$ cat src/rtl/tlb_pkg.sv
package tlb_pkg;

    localparam int VPN_W  = 20;
    localparam int PFN_W  = 20;
    localparam int ASID_W = 8;
    localparam int OFF_W  = 12;
    localparam int VA_W   = VPN_W + OFF_W;
    localparam int PA_W   = PFN_W + OFF_W;
    localparam int FLAG_W = 5;

    // flag word: bit4 global, bit3 dirty, bit2 write ok, bit1 read ok, bit0 present
    typedef struct packed {
        logic glob;
        logic dirty;
        logic wr_ok;
        logic rd_ok;
        logic present;
    } pte_flags_t;

    typedef struct packed {
        logic [ASID_W-1:0] asid;
        logic [VPN_W-1:0]  vpn;
    } tag_t;

    typedef struct packed {
        logic             occ;
        tag_t             tag;
        logic [PFN_W-1:0] pfn;
        pte_flags_t       fl;
    } slot_t;

    typedef enum logic [1:0] {
        FLT_NONE   = 2'd0,
        FLT_ABSENT = 2'd1,
        FLT_PERM   = 2'd2,
        FLT_CLEAN  = 2'd3
    } fault_e;

    // feedback taps for a left-shifting maximal-length register
    function automatic logic [7:0] lfsr_taps(input int w);
        case (w)
            2:       return 8'h03;
            3:       return 8'h06;
            4:       return 8'h0C;
            5:       return 8'h14;
            6:       return 8'h30;
            7:       return 8'h60;
            8:       return 8'hB8;
            default: return 8'h0C;
        endcase
    endfunction

    function automatic fault_e judge(input pte_flags_t f, input logic is_store);
        if (!f.present)
            return FLT_ABSENT;
        else if (is_store ? !f.wr_ok : !f.rd_ok)
            return FLT_PERM;
        else if (is_store && !f.dirty)
            return FLT_CLEAN;
        return FLT_NONE;
    endfunction

endpackage

$ cat src/rtl/tlb_lfsr.sv
module tlb_lfsr
    import tlb_pkg::*;
#(
    parameter int W = 4
) (
    input  logic         clk,
    input  logic         rst,
    output logic [W-1:0] state
);
    localparam logic [W-1:0] TAPS = W'(lfsr_taps(W));

    logic fb;
    assign fb = ^(state & TAPS);

    always_ff @(posedge clk) begin
        if (rst)
            state <= W'(1);
        else
            state <= {state[W-2:0], fb};
    end
endmodule

$ cat src/rtl/tlb_match.sv
module tlb_match
    import tlb_pkg::*;
#(
    parameter int N = 16
) (
    input  slot_t                  slots [N],
    input  tag_t                   key,
    input  logic                   wild,
    output logic                   any,
    output logic [$clog2(N)-1:0]   first
);
    localparam int IW = $clog2(N);

    logic [N-1:0] hits;

    for (genvar g = 0; g < N; g++) begin : g_cmp
        assign hits[g] = slots[g].occ
                      && (slots[g].tag.vpn == key.vpn)
                      && (wild || slots[g].fl.glob || (slots[g].tag.asid == key.asid));
    end

    always_comb begin
        first = '0;
        for (int i = N - 1; i >= 0; i--) begin
            if (hits[i]) first = IW'(i);
        end
    end

    assign any = |hits;
endmodule

$ cat src/rtl/tlb_victim.sv
module tlb_victim #(
    parameter int N = 16
) (
    input  logic [N-1:0]           occ,
    input  logic                   hit_any,
    input  logic [$clog2(N)-1:0]   hit_idx,
    input  logic [$clog2(N)-1:0]   rnd,
    output logic [$clog2(N)-1:0]   pick
);
    localparam int IW = $clog2(N);

    logic          free_any;
    logic [IW-1:0] free_idx;

    always_comb begin
        free_any = 1'b0;
        free_idx = '0;
        for (int i = N - 1; i >= 0; i--) begin
            if (!occ[i]) begin
                free_any = 1'b1;
                free_idx = IW'(i);
            end
        end
        if (hit_any)
            pick = hit_idx;
        else if (free_any)
            pick = free_idx;
        else
            pick = rnd;
    end
endmodule

$ cat src/rtl/tlb_xlat.sv
module tlb_xlat
    import tlb_pkg::*;
#(
    parameter int ENTRIES = 16
) (
    input  logic              clk,
    input  logic              rst,
    input  logic              lk_req,
    input  logic [VA_W-1:0]   lk_vaddr,
    input  logic [ASID_W-1:0] lk_asid,
    input  logic              lk_write,
    output logic              rs_valid,
    output logic              rs_hit,
    output logic              rs_miss,
    output logic [1:0]        rs_fault,
    output logic [PA_W-1:0]   rs_paddr,
    input  logic              rf_we,
    input  logic [VPN_W-1:0]  rf_vpn,
    input  logic [ASID_W-1:0] rf_asid,
    input  logic [PFN_W-1:0]  rf_pfn,
    input  logic [FLAG_W-1:0] rf_flags,
    input  logic              fl_req,
    input  logic              fl_all,
    input  logic [ASID_W-1:0] fl_asid
);
    localparam int IW = $clog2(ENTRIES);

    slot_t              tab [ENTRIES];
    logic [ENTRIES-1:0] occ_vec;

    for (genvar g = 0; g < ENTRIES; g++) begin : g_occ
        assign occ_vec[g] = tab[g].occ;
    end

    // lookup side
    tag_t          lk_key;
    logic          lk_any;
    logic [IW-1:0] lk_first;
    slot_t         lk_sel;
    fault_e        lk_flt;

    assign lk_key = '{asid: lk_asid, vpn: lk_vaddr[VA_W-1:OFF_W]};

    tlb_match #(.N(ENTRIES)) u_lk_match (
        .slots (tab),
        .key   (lk_key),
        .wild  (1'b0),
        .any   (lk_any),
        .first (lk_first)
    );

    assign lk_sel = tab[lk_first];
    assign lk_flt = judge(lk_sel.fl, lk_write);

    // refill side
    tag_t          rf_key;
    pte_flags_t    rf_fl;
    logic          rf_any;
    logic [IW-1:0] rf_first;
    logic [IW-1:0] rnd_idx;
    logic [IW-1:0] victim;

    assign rf_key = '{asid: rf_asid, vpn: rf_vpn};
    assign rf_fl  = pte_flags_t'(rf_flags);

    tlb_match #(.N(ENTRIES)) u_rf_match (
        .slots (tab),
        .key   (rf_key),
        .wild  (rf_fl.glob),
        .any   (rf_any),
        .first (rf_first)
    );

    tlb_lfsr #(.W(IW)) u_lfsr (
        .clk   (clk),
        .rst   (rst),
        .state (rnd_idx)
    );

    tlb_victim #(.N(ENTRIES)) u_victim (
        .occ     (occ_vec),
        .hit_any (rf_any),
        .hit_idx (rf_first),
        .rnd     (rnd_idx),
        .pick    (victim)
    );

    // slot storage: flush first, refill last so a same-cycle refill survives
    always_ff @(posedge clk) begin
        if (rst) begin
            for (int i = 0; i < ENTRIES; i++) tab[i].occ <= 1'b0;
        end else begin
            if (fl_req) begin
                for (int i = 0; i < ENTRIES; i++) begin
                    if (fl_all || (!tab[i].fl.glob && tab[i].tag.asid == fl_asid))
                        tab[i].occ <= 1'b0;
                end
            end
            if (rf_we)
                tab[victim] <= '{occ: 1'b1, tag: rf_key, pfn: rf_pfn, fl: rf_fl};
        end
    end

    // registered response
    logic lk_found;
    assign lk_found = lk_req && lk_any;

    always_ff @(posedge clk) begin
        if (rst) begin
            rs_valid <= 1'b0;
            rs_hit   <= 1'b0;
            rs_miss  <= 1'b0;
            rs_fault <= FLT_NONE;
            rs_paddr <= '0;
        end else begin
            rs_valid <= lk_req;
            rs_hit   <= lk_found;
            rs_miss  <= lk_req && !lk_any;
            rs_fault <= lk_found ? lk_flt : FLT_NONE;
            rs_paddr <= (lk_found && lk_flt == FLT_NONE)
                      ? {lk_sel.pfn, lk_vaddr[OFF_W-1:0]} : '0;
        end
    end
endmodule

$ cat config.mk
export PLATFORM = sky130hd
export DESIGN_NAME = tlb_xlat
export DESIGN_NICKNAME = d
export VERILOG_FILES = /design/src/rtl/tlb_pkg.sv /design/src/rtl/tlb_lfsr.sv /design/src/rtl/tlb_match.sv /design/src/rtl/tlb_victim.sv /design/src/rtl/tlb_xlat.sv
export SDC_FILE = /design/constraint.sdc
export NUM_CORES = 2
export LEC_CHECK = 0
export BUFFER_PORTS_ARGS = -buffer_cell sky130_fd_sc_hd__buf_2
export CAP_MARGIN = 20
export CORE_ASPECT_RATIO = 1.25
export CORE_MARGIN = 4
export CORE_UTILIZATION = 55
export CTS_BUF_LIST = sky130_fd_sc_hd__clkbuf_2 sky130_fd_sc_hd__clkbuf_4 sky130_fd_sc_hd__clkbuf_8
export DETAILED_ROUTE_END_ITERATION = 16
export PLACE_DENSITY_LB_ADDON = 0.15
export SETUP_SLACK_MARGIN = 0.2
export SYNTH_ARGS = -nofsm -noshare
export SYNTH_HDL_FRONTEND = slang
export SYNTH_HIERARCHICAL = 1
export SYNTH_SLANG_ARGS = --single-unit
export TNS_END_PERCENT = 20
$ cat constraint.sdc
create_clock -name clk -period 7.3 [get_ports clk]
set_input_delay 0.73 -clock clk [delete_from_list [all_inputs] [get_ports clk]]
set_output_delay 0.73 -clock clk [all_outputs]
set_load 0.02 [all_outputs]
==> flow_summary_export.csv <==
group,metric,value,unit
run_status,status,"finished clean",
clocking,cts_tree,"built",
sta,finClkSkew,0.0354,ns
global_routing,grt_pass1_vias,27000,
critical_path,slowest_delay,0.91,ns
cells_and_area,ff_latch_area,0.0266,mm^2
power_and_ir_drop,total_power,10.8,mW
run,max_cap_violations,0,
routing,drt_iter0_markers,2435,
global_routing,track_usage,0.294,
yosys,synth_edf_count,848,
routing,ant_nets,0,
place,dpl_cell_area,0.0452,mm^2
floorplan,initial_core_util,0.554,
global_routing,antenna_found_initial,3,
critical_path,cp-end-kind,"register",
routing,via_count,25900,
cells_and_area,drive_above_1_share,0.199,
cells_and_area,num-fill-cells,5938,
global_routing,grt_pass1_wl,179,mm
critical_path,cp_cell_sequence,"buf_2 > buf_4 > xor2_1 > nor4_1 > nand4_1 > nor4_1 > o31ai_1 > nand4_1 > nor2_1 > nand2_1 > nor2b_1 > a22oi_1 > a21bo_1 > or3_1 > nor2_4 > buf_12",
yosys,synthTopCellsByArea,"edfxtp_1, xor2_1, xnor2_1, mux4_2, dfxtp_1",
clocking,post_cts_buffers,0,
yosys,ys_ff_latch,905,
routing,drc,0,
yosys,muxShareOfSynthArea,0.0604,
sta,hold_ws,0.159,ns
cells_and_area,fin_nets,3221,
sta,worst_pin_slew,1.23,ns
clocking,clockBufferDepth,3,
yosys,ys_warn_count,6,
routing,viasPerCell,6.05,
global_routing,overflow,0,
cells_and_area,area_growth,10.5,%
floorplan,fp-row-count,115,
yosys,syn_area_per_cell,15.0,um^2
critical_path,cp_data_required_time,7.77,ns
cells_and_area,fin_cells,4286,
yosys,ys_top_cells_by_count,"edfxtp_1, xor2_1, xnor2_1",
yosys,synth_top_family_by_area,"XOR/XNOR gates",
critical_path,crit_path_top_delay_cell,"nor2_4",
clocking,cts.sinks,905,
floorplan,die_area,0.0838,mm^2
yosys,netlist_area,0.0435,mm^2
global_routing,grt_max_degree,61,
cells_and_area,fin_area,0.0481,mm^2
yosys,synth-compound-area-share,0.0183,
power_and_ir_drop,ir_drop,0.000202,V
critical_path,worst_setup_path_start_kind,"primary input",
critical_path,crit_path_max_fanout,31,
floorplan,core_area,0.0786,mm^2
critical_path,crit_start,"rf_vpn[13]",
sta,fin_crit,5.50,ns
sta,slew_violations,0,
cells_and_area,multi_input_area,0.0156,mm^2
clocking,path_clk_slew,0.06,ns
yosys,synth_top_area_cell,"edfxtp_1",
routing,wl_per_cell,29.0,um
yosys,synth_seq_area_share,0.611,
yosys,synth_most_common_cell,"edfxtp_1",
sta,timing.fmax,0.182,GHz
place,port_buffers,144,
routing,wl,124,mm
critical_path,arrival,5.97,ns
yosys,synthArstFlopShare,0,
routing,drtPass1Iterations,7,
clocking,cts.repair.resized,0,
yosys,syn_nets,3002,
critical_path,crit_family,"simple AND/OR/NAND/NOR gates",
floorplan,io_pins,145,
floorplan,chipHeight,323,um
yosys,synth_flop_cell,"edfxtp_1",
sta,setup_viol,0,
clocking,clk_latency,0.79,ns
power_and_ir_drop,leakage,15.8,nW
clocking,cts_made_buffers,143,
yosys,synth_adder_area_share,0,
place,place_hpwl,77.9,mm
yosys,yosysTopAreaCellShare,0.585,
place,gp_congestion,0.916,
clocking,htree_levels,4,
worst_hold_path,hp-class,"primary input to register",
sta,grt_setup_unrepaired,"no",
yosys,synth_simple_gate_area_frac,0.0704,
critical_path,critPathBufInv,3,
place,dp_cells,4021,
yosys,synth_xor_xnor_area_share,0.206,
floorplan,die_w,260,um
sta,slew_headroom,0.174,
critical_path,criticalPathCategory,"primary input to register",
worst_hold_path,worstHoldStart,"lk_vaddr[2]",
sta,final-hold-violation-count,0,
clocking,hold_buffers,0,
sta,setup-tns-final,0,ns
yosys,yosysUniqueCellTypes,53,
clocking,cts-root-buf,"clkbuf_8",
sta,fin_crit_sh,0.753,
yosys,syn_inst,2894,
power_and_ir_drop,powerDensity,225,mW/mm^2
==> power breakdown <==
part / internal [mW] / leakage (nW) / switching [mW]
clock: 2.43 / 1.56 / 1.99
combinational: 0.232 / 6.12 / 0.477
sequential: 5.70 / 8.10 / 0.0196
==> worst paths after layout <==
kind                            cells past startpoint  slack [ns]                         end
worst max-delay path                               16        1.80                    register
worst max register to register                     14        1.89                    register
worst min-delay path                                3        0.16      rs_paddr[2]$_SDFF_PP0_
worst min register to register                      1        0.48  u_lfsr/state[1]$_SDFF_PP0_
==> layout by cell type (no fill, tap or decap), types with 57 or more instances in the layout <==
master / n
dfxtp_1: 57
nor4_1: 164
nand2_1: 61
nand4_1: 107
buf_4: 94
buf_2: 144
mux4_2: 107
nand3_1: 57
xnor2_1: 373
clkbuf_8: 162
xor2_1: 652
edfxtp_1: 848
==> worst register-to-register path: stages, from the launching register on <==
cell and delay [ns]:
edfxtp_1 0.42, xor2_1 0.16, nor4_1 0.39, nand4_1 0.16, nor4_1 0.70, o31ai_1 0.35
nand4_1 0.24, nor2_1 0.08, nand2_1 0.25, nor2b_1 0.09, a22oi_1 0.16, a21bo_1 0.29
or3_1 0.57, nor2_4 0.91, buf_12 0.31
==> layout make-up <==
cell class | count | area share
clock buffer | 210 | 0.0538
tap | 1053 | 0.0274
inverter | 6 | 0.000468
sequential | 905 | 0.553
timing repair buffer | 246 | 0.0330
clock inverter | 52 | 0.00785
antenna | 3 | 0.000156
multi-input combinational | 1811 | 0.325
==> per-layer routing <==
metal  part of all wire  vias up  global-route usage
met5                  0        -                   0
met4              0.054        0               0.150
li1                   -    11200                   -
met3              0.071      303              0.0554
met2               0.49     1183               0.493
met1               0.38    13300               0.369
==> metrics by stage <==
| stage | setup WS [ns] | utilization |
|---|---|---|
| 6_report | 1.80 | 0.613 |
| 3_3_place_gp | 1.17 | 0.575 |
| 3_5_place_dp | 1.16 | 0.575 |
| 2_1_floorplan | 0.127 | - |
| 5_1_grt | 1.77 | 0.613 |
| 4_1_cts | 2.00 | 0.613 |
==> logic make-up (layout without fill, tap and decap cells) <==
| kind of cell | after synthesis | in the layout |
|---|---|---|
| DFF | 905 | 905 |
| buffers and inverters | 178 | 514 |
| and+or+nand+nor | 546 | 546 |
| xor gates and xnor gates | 1025 | 1025 |
| muxes | 129 | 129 |
| other | 1 | 4 |
| AOI/OAI and AO/OA | 110 | 110 |
Power figures use the tool's default switching activity.
